--- src/rtl/pci_mseq_pkg.sv ---
package pci_mseq_pkg;

    typedef enum logic [1:0] {
        ST_IDLE,
        ST_ADDR,
        ST_DATA,
        ST_TURN
    } seq_state_e;

    typedef enum logic [1:0] {
        END_OK     = 2'd0,
        END_MABORT = 2'd1,
        END_TABORT = 2'd2,
        END_RETRY  = 2'd3
    } end_code_e;

    // strobes from the control FSM to the address/data path
    typedef struct packed {
        logic take_req;   // load host fields
        logic pick_data;  // mux: 0 address/command, 1 data/byte enables
        logic ad_en;      // AD output enable
        logic cbe_en;     // C/BE output enable
        logic grab_rd;    // load read data register
    } dp_ctl_t;

    function automatic logic even_par(input logic [31:0] ad, input logic [3:0] cbe);
        return ^{ad, cbe};
    endfunction

endpackage

--- src/rtl/pci_mseq_ctl.sv ---
module pci_mseq_ctl
    import pci_mseq_pkg::*;
#(
    parameter int DEVSEL_LIMIT = 5
) (
    input  logic      clk,
    input  logic      rst,
    input  logic      req,
    input  logic      req_wr,
    input  logic      devsel_n_i,
    input  logic      trdy_n_i,
    input  logic      stop_n_i,
    output logic      frame_n_o,
    output logic      frame_oe,
    output logic      irdy_n_o,
    output logic      irdy_oe,
    output dp_ctl_t   dp,
    output logic      done,
    output end_code_e status
);
    localparam int CW = $clog2(DEVSEL_LIMIT + 1);
    // last data clock (0-based) in which DEVSEL# may first appear
    localparam logic [CW-1:0] LAST = CW'(DEVSEL_LIMIT - 2);
    localparam logic [CW-1:0] CMAX = {CW{1'b1}};

    seq_state_e state_q, state_d;
    end_code_e  code_q, code_d;
    logic [CW-1:0] cnt_q;
    logic       seen_q, wr_q;
    logic       dev_now, seen_now, ready, trdy_now, stop_now;

    assign dev_now  = !devsel_n_i;
    assign trdy_now = !trdy_n_i;
    assign stop_now = !stop_n_i;
    assign seen_now = seen_q | dev_now;
    assign ready    = wr_q | (cnt_q != '0);

    always_comb begin
        state_d = state_q;
        code_d  = code_q;
        unique case (state_q)
            ST_IDLE: if (req) state_d = ST_ADDR;
            ST_ADDR: state_d = ST_DATA;
            ST_DATA: begin
                if (ready && trdy_now && dev_now) begin
                    state_d = ST_TURN; code_d = END_OK;
                end else if (ready && stop_now && !dev_now) begin
                    state_d = ST_TURN; code_d = END_TABORT;
                end else if (ready && stop_now && dev_now) begin
                    state_d = ST_TURN; code_d = END_RETRY;
                end else if (!seen_now && cnt_q == LAST) begin
                    state_d = ST_TURN; code_d = END_MABORT;
                end
            end
            ST_TURN: state_d = ST_IDLE;
            default: state_d = ST_IDLE;
        endcase
    end

    always_ff @(posedge clk) begin
        if (rst) begin
            state_q <= ST_IDLE;
            code_q  <= END_OK;
            cnt_q   <= '0;
            seen_q  <= 1'b0;
            wr_q    <= 1'b0;
        end else begin
            state_q <= state_d;
            code_q  <= code_d;
            if (state_q == ST_IDLE && req) wr_q <= req_wr;
            if (state_q == ST_ADDR) begin
                cnt_q  <= '0;
                seen_q <= 1'b0;
            end else if (state_q == ST_DATA) begin
                if (cnt_q != CMAX) cnt_q <= cnt_q + 1'b1;
                seen_q <= seen_now;
            end
        end
    end

    always_comb begin
        frame_oe     = (state_q == ST_ADDR) || (state_q == ST_DATA);
        frame_n_o    = (state_q != ST_ADDR);
        irdy_oe      = (state_q != ST_IDLE);
        irdy_n_o     = (state_q != ST_DATA);
        dp.take_req  = (state_q == ST_IDLE) && req;
        dp.pick_data = (state_q == ST_DATA);
        dp.ad_en     = (state_q == ST_ADDR) || ((state_q == ST_DATA) && wr_q);
        dp.cbe_en    = frame_oe;
        dp.grab_rd   = (state_q == ST_DATA) && ready && trdy_now && dev_now && !wr_q;
        done         = (state_q == ST_TURN);
        status       = code_q;
    end

endmodule

--- src/rtl/pci_mseq_dpath.sv ---
module pci_mseq_dpath
    import pci_mseq_pkg::*;
#(
    parameter int AD_W  = 32,
    parameter int CBE_W = AD_W / 8
) (
    input  logic             clk,
    input  logic             rst,
    input  dp_ctl_t          dp,
    input  logic [CBE_W-1:0] req_cmd,
    input  logic [AD_W-1:0]  req_addr,
    input  logic [AD_W-1:0]  req_wdata,
    input  logic [CBE_W-1:0] req_be,
    input  logic [AD_W-1:0]  ad_i,
    output logic [AD_W-1:0]  ad_o,
    output logic             ad_oe,
    output logic [CBE_W-1:0] cbe_o,
    output logic             cbe_oe,
    output logic [AD_W-1:0]  rdata
);
    logic [AD_W-1:0]  addr_q, wdata_q, rd_q;
    logic [CBE_W-1:0] cmd_q, be_q;

    always_ff @(posedge clk) begin
        if (rst) begin
            addr_q  <= '0;
            wdata_q <= '0;
            cmd_q   <= '0;
            be_q    <= '0;
            rd_q    <= '0;
        end else begin
            if (dp.take_req) begin
                addr_q  <= req_addr;
                wdata_q <= req_wdata;
                cmd_q   <= req_cmd;
                be_q    <= req_be;
            end
            if (dp.grab_rd) rd_q <= ad_i;
        end
    end

    assign ad_o   = dp.pick_data ? wdata_q : addr_q;
    assign cbe_o  = dp.pick_data ? be_q : cmd_q;
    assign ad_oe  = dp.ad_en;
    assign cbe_oe = dp.cbe_en;
    assign rdata  = rd_q;

endmodule

--- src/rtl/pci_mseq_par.sv ---
module pci_mseq_par
    import pci_mseq_pkg::*;
(
    input  logic        clk,
    input  logic        rst,
    input  logic [31:0] ad,
    input  logic [3:0]  cbe,
    input  logic        ad_en,
    output logic        par_o,
    output logic        par_oe
);
    always_ff @(posedge clk) begin
        if (rst) begin
            par_o  <= 1'b0;
            par_oe <= 1'b0;
        end else begin
            par_o  <= even_par(ad, cbe);
            par_oe <= ad_en;
        end
    end
endmodule

--- src/rtl/pci_mseq.sv ---
module pci_mseq
    import pci_mseq_pkg::*;
#(
    parameter int DEVSEL_LIMIT = 5
) (
    input  logic        clk,
    input  logic        rst,
    input  logic        req,
    input  logic [3:0]  req_cmd,
    input  logic [31:0] req_addr,
    input  logic [31:0] req_wdata,
    input  logic [3:0]  req_be,
    output logic        frame_n_o,
    output logic        frame_oe,
    output logic        irdy_n_o,
    output logic        irdy_oe,
    input  logic        devsel_n_i,
    input  logic        trdy_n_i,
    input  logic        stop_n_i,
    output logic [31:0] ad_o,
    output logic        ad_oe,
    input  logic [31:0] ad_i,
    output logic [3:0]  cbe_o,
    output logic        cbe_oe,
    output logic        par_o,
    output logic        par_oe,
    output logic        done,
    output logic [1:0]  status,
    output logic [31:0] rdata
);
    dp_ctl_t   dp;
    end_code_e code;

    pci_mseq_ctl #(.DEVSEL_LIMIT(DEVSEL_LIMIT)) u_ctl (
        .clk(clk), .rst(rst), .req(req), .req_wr(req_cmd[0]),
        .devsel_n_i(devsel_n_i), .trdy_n_i(trdy_n_i), .stop_n_i(stop_n_i),
        .frame_n_o(frame_n_o), .frame_oe(frame_oe),
        .irdy_n_o(irdy_n_o), .irdy_oe(irdy_oe),
        .dp(dp), .done(done), .status(code)
    );

    pci_mseq_dpath #(.AD_W(32), .CBE_W(4)) u_dp (
        .clk(clk), .rst(rst), .dp(dp),
        .req_cmd(req_cmd), .req_addr(req_addr), .req_wdata(req_wdata), .req_be(req_be),
        .ad_i(ad_i), .ad_o(ad_o), .ad_oe(ad_oe), .cbe_o(cbe_o), .cbe_oe(cbe_oe),
        .rdata(rdata)
    );

    pci_mseq_par u_par (
        .clk(clk), .rst(rst), .ad(ad_o), .cbe(cbe_o), .ad_en(ad_oe),
        .par_o(par_o), .par_oe(par_oe)
    );

    assign status = code;

endmodule

--- config.mk ---
export PLATFORM = sky130hd
export DESIGN_NAME = pci_mseq
export DESIGN_NICKNAME = d
export VERILOG_FILES = /design/src/rtl/pci_mseq_pkg.sv /design/src/rtl/pci_mseq_ctl.sv /design/src/rtl/pci_mseq_dpath.sv /design/src/rtl/pci_mseq_par.sv /design/src/rtl/pci_mseq.sv
export SDC_FILE = /design/constraint.sdc
export NUM_CORES = 1
export LEC_CHECK = 0
export ABC_CLOCK_PERIOD_IN_PS = 3000
export BUFFER_PORTS_ARGS = -buffer_cell sky130_fd_sc_hd__buf_2
export CAP_MARGIN = 20
export CELL_PAD_IN_SITES_DETAIL_PLACEMENT = 1
export CELL_PAD_IN_SITES_GLOBAL_PLACEMENT = 1
export CORE_AREA = 2 2 156 97
export CTS_CLUSTER_DIAMETER = 60
export CTS_CLUSTER_SIZE = 12
export DETAILED_ROUTE_END_ITERATION = 10
export DIE_AREA = 0 0 158 99
export PLACE_DENSITY = 0.79
export SYNTH_ARGS = -nofsm -noshare
export SYNTH_HDL_FRONTEND = slang
export SYNTH_HIERARCHICAL = 1
export SYNTH_SLANG_ARGS = --single-unit
export TNS_END_PERCENT = 50
--- constraint.sdc ---
create_clock -name clk -period 3 [get_ports clk]
set_clock_uncertainty 0.2 [all_clocks]
set_input_delay 0.6 -clock clk [delete_from_list [all_inputs] [get_ports clk]]
set_output_delay 0.6 -clock clk [all_outputs]
set_load 0.03 [all_outputs]
**Yosys cells after proc, flatten, opt, wreduce, memory -nomap -nowiden**

Cells that the tools add are included.

- $add $sub $neg: 1
- Equality and inequality tests: 9
- Mux-type cells: 12
- Bitwise logic cells: 2
- Reductions and logical operators: 28

Operator list:

| kind | count |
|---|---|
| 36-bit XOR reduction | 1 |
| 32-bit two-way mux | 1 |
| 2-bit two-way mux | 9 |
| 1-bit logical AND | 12 |
| 2-bit one-hot mux with 4 select lines | 1 |
| 2-bit AND reduction | 3 |
| 1-bit logical NOT | 5 |
| 5-bit inequality test (second input constant) | 1 |
| 2-bit equality test (second input constant) | 2 |
| 4-bit two-way mux | 1 |
| 2-bit inequality test (second input constant) | 2 |
| 4-bit nonzero test | 1 |
| 3-bit by 1-bit adder with 3-bit output (second input constant) | 1 |
| 3-bit by 2-bit equality test with 1-bit output (second input constant) | 1 |
| 3-bit inequality test (second input constant) | 1 |
| 3-bit nonzero test | 1 |
| 2-bit by 1-bit equality test with 1-bit output (second input constant) | 1 |
| 2-bit logical NOT | 1 |
| 1-bit logical OR | 2 |
| 2-bit by 1-bit inequality test with 1-bit output (second input constant) | 1 |
| 1-bit bitwise OR | 2 |
| 2-bit nonzero test | 1 |
| 2-bit OR reduction | 1 |

- Register bits after elaboration: 115
- Input port bits: 110
- Word-level logic and storage cells: 64

**Logic depth before layout (Yosys ltp)**

- Depth after elaboration: 9
- Gate-level depth with buffers: 10
- Depth with buffers taken out: 8

**Modules after synthesis**

The synthesis kept the hierarchy.

By module, submodules not included:

| module | instances | cells an instance | area each (um2) |
|---|---|---|---|
| pci_mseq_dpath | 1 | 378 | 4,344.2 |
| pci_mseq_ctl | 1 | 68 | 576.8 |
| pci_mseq_par | 1 | 38 | 379.1 |

**Worst setup path after synthesis**

OpenSTA, ideal clock, no wires.

- Kind: register to register
- Start point: register u_ctl.state_q[0]
- End point: register u_par.par_o
- Data arrival time: 2.470 ns
- Slack: 0.209 ns
- Stages on the path, launching flop included: 11
- Period minus slack after synthesis: 2.791 ns
- Path through: dfxtp_1 > inv_1 > ha_1 > buf_6 > buf_6 > mux2_4 > xor2_1 > xnor2_1 > xnor2_1 > xnor3_1 > mux2_4

RTL lines:

| what | line | text |
|---|---|---|
| from (decl) | pci_mseq_ctl.sv:26 | `seq_state_e state_q, state_d;` |
| from (signal assigned) | pci_mseq_ctl.sv:68 | `state_q <= state_d;` |
| to (signal assigned) | pci_mseq_par.sv:17 | `par_o <= even_par(ad, cbe);` |
| to (decl) | pci_mseq_par.sv:9 | `output logic par_o,` |

==> summary.md <==
| Metric | Value |
|---|---|
| Final WL | `14.7 mm` |
| Final slew viol count | `0` |
| Vias | `4,041` |
| Setup Total Neg Slack | `0 ns` |
| Power per cell area | `1010 mW/mm^2` |
| Worst setup EP type | `flop` |
| Most common cell after layout, fill and taps aside | `buf_2` |
| Worst-path clk slew | `0.06 ns` |
| Antenna viol nets, final | `0` |
| Hold Fails Final Rpt | `0` |
| Synth top area share | `43.4%` |
| Leak pwr | `3.23 nW` |
| Worst path arrival time | `2.97 ns` |
| FP Rows | `34` |
| Initial Util | `37.3%` |
| Synth Register Bits | `115` |
| Critical path class | `reg -> reg` |
| Post-Syn Area per Cell | `11.0 um^2` |
| Final Core Density | `49.1%` |
| Gp weighted congestion | `0.810` |
| Grt total ovfl | `0` |
| Status | `finished clean` |
| Synthesis-to-finish area growth | `31.5%` |
| First-pass GRT wire length | `22.6 mm` |
| Fmax achieved | `348 MHz` |
| Peak supply drop | `0.000415 V` |
| CTS tree | `done` |
| H-tree levels | `4` |
| Gr usage total | `18.8%` |
| Final Worst Setup Slack | `0.125 ns` |
| Syn. warnings | `6` |
| Core Region | `0.0142 mm^2` |
| DRC viols | `0` |
| RSZ-0062 raised after global routing | `false` |
| Fill count | `1,667` |
| Placed insts | `848` |
| Tightest Pin Transition | `0.691 ns` |
| Top Ports | `189` |
| Total CTS buffers | `17` |
| CP max FO | `13` |
| Vias per cell | `4.57` |
| Net Count, Synth | `602` |
| Largest net degree at the start of global routing | `66` |
| Tmin final | `2.87 ns` |
| Worst slack at placement | `0.0593 ns` |
| Period utilization | `95.8%` |
| Port Buffers | `188` |
| Longest Clk Path Bufs | `2` |
| Non-filler instance count after layout | `884` |
| Synth cell types | `35` |
| Kind of start point of the critical path | `flop` |
| Avg WL per Cell | `16.7 um` |
| Seq/Total Area, Yosys | `43.4%` |
| Die Height | `99 um` |
| Worst endpoint required time | `3.09 ns` |
| DRT Pass-1 Iters | `4` |
| Post-synth EDFFs | `0` |
| Top cell type by total area after synthesis | `dfxtp_1` |
| Largest cells by area after synthesis | `dfxtp_1 (43%), mux2i_1 (20%), mux2_4 (8.8%)` |
| Top_reg_cell synth | `dfxtp_1` |
| Die area | `0.0156 mm^2` |
| Die Width | `158 um` |
| Synth async-reset ratio | `0%` |
| Final #Nets | `788` |
| Hpwl dp | `11.0 mm` |
| Cell Area, Synth | `0.00530 mm^2` |
| Vias in the first global route | `4,326` |
| Clk sink count | `115` |
| Root Buffer | `clkbuf_16` |
| Slew margin rel. | `53.9%` |
| Worst-Skew Late Latency | `0.41 ns` |
| Post-synthesis cell count | `484` |
| Max Cap Violations | `0` |
| Tot Pwr | `0.00703 W` |
| Initial drt markers | `175` |
| Initial antenna violation count | `5` |
| Most frequent cells in the layout | `buf_2 (187), dfxtp_1 (115), nor2_1 (109)` |
| Hold WC Path Type | `in -> reg` |
| Post-CTS Hold Buffers | `0` |
| Endpoints failing setup | `0` |
| Layout cells sized above 1 | `40.8%` |
worst paths after layout:
path | slack, ns | cells past startpoint | to | from
setup / recovery | 0.13 | 10 | u_par/par_o | u_ctl/state_q[0]
hold reg to reg | 0.29 | 2 | u_dp/rdata[22] | u_dp/rdata[22]
hold / removal | 0.23 | 3 | u_dp/rdata[31] | ad_i[31]
setup reg to reg | 0.13 | 10 | u_par/par_o | u_ctl/state_q[0]
power breakdown:
group | internal [W] | switching (W)
registers | 0.00176 | 0.000147
clock network | 0.00135 | 0.000732
logic | 0.00145 | 0.00159
per-stage QoR:
stage	instance area [um^2]	hold WS (ns)
after detailed placement	6300	0.277
after CTS	6910	0.218
after global routing	6970	0.233
final	6970	0.229
after global placement	6300	0.266
after floorplan	5300	0.254
synth_stat cells (2+ instances only):
| library cell | number |
|---|---|
| dfxtp_1 | 115 |
| nor2_1 | 110 |
| mux2i_1 | 106 |
| mux2_4 | 31 |
| xnor2_1 | 28 |
| inv_1 | 11 |
| buf_2 | 9 |
| ha_1 | 8 |
| buf_12 | 7 |
| buf_6 | 7 |
| mux2_2 | 6 |
| buf_4 | 5 |
| a21oi_1 | 4 |
| clkbuf_1 | 4 |
| nand2_1 | 4 |
| nor3_1 | 4 |
| nor2b_1 | 3 |
| xor2_1 | 3 |
| nand2b_1 | 2 |
| xnor3_1 | 2 |
per-layer routing:
metal	vias up	global-route usage (%)	routed length, um	part of all wire [%]
li1	1987	-	-	-
met3	12	7.61	1130	7.7
met4	4	5.96	80	0.54
met5	-	0	29	0.20
met1	1934	21.8	6430	44
met2	104	31.7	7060	48
cell type report:
| class | count | area, um^2 | share of cell area, % |
|---|---|---|---|
| Multi-Input combinational cell | 325 | 2670 | 38.4 |
| Clock buffer | 19 | 453 | 6.50 |
| Sequential cell | 115 | 2300 | 33.0 |
| Tap cell | 198 | 248 | 3.55 |
| Antenna cell | 3 | 7.51 | 0.108 |
| Timing Repair Buffer | 200 | 1090 | 15.6 |
| Clock inverter | 13 | 158 | 2.26 |
| Inverter | 11 | 41.3 | 0.592 |
worst max-delay path: stages (launching register included):
cell     delay, ns
dfxtp_1       0.34
inv_1         0.13
ha_4          0.20
buf_12        0.16
buf_4         0.20
mux2_4        0.34
xnor2_2       0.23
xnor2_2       0.16
xnor3_1       0.38
nor2b_1       0.15
mux2_4        0.27
kinds of logic (layout without fill, tap and decap cells):
logic type                 after synthesis  after routing  synth area share, %
xor gates and xnor gates                33             33                 5.97
buffers and inverters                   44            243                 7.03
other                                    0              3                    0
muxes                                  143            143                 30.1
AOI/OAI and AO/OA                       14             14                 1.94
and+or+nand+nor                        127            127                 9.66
adders and majority gates                8              8                 1.89
DFF                                    115            115                 43.4
timing repair:
| item | CTS | global route |
|---|---|---|
| endpoints found under the setup margin | 0 | 1 |
| resized for setup | 0 | 4 |
| buffers inserted | 0 | 0 |
registers in the layout, indices dropped and copies added (netlist names):
register and flops:
u_ctl/seen_q 1, u_dp/cmd_q 4, u_ctl/state_q 2, u_dp/addr_q 32, u_ctl/cnt_q 3, u_par/par_o 1
u_ctl/wr_q 1, u_par/par_oe 1, u_dp/wdata_q 32, u_ctl/status 2, u_dp/rdata 32, u_dp/be_q 4
Note: power is estimated with default switching activity, not from simulation.
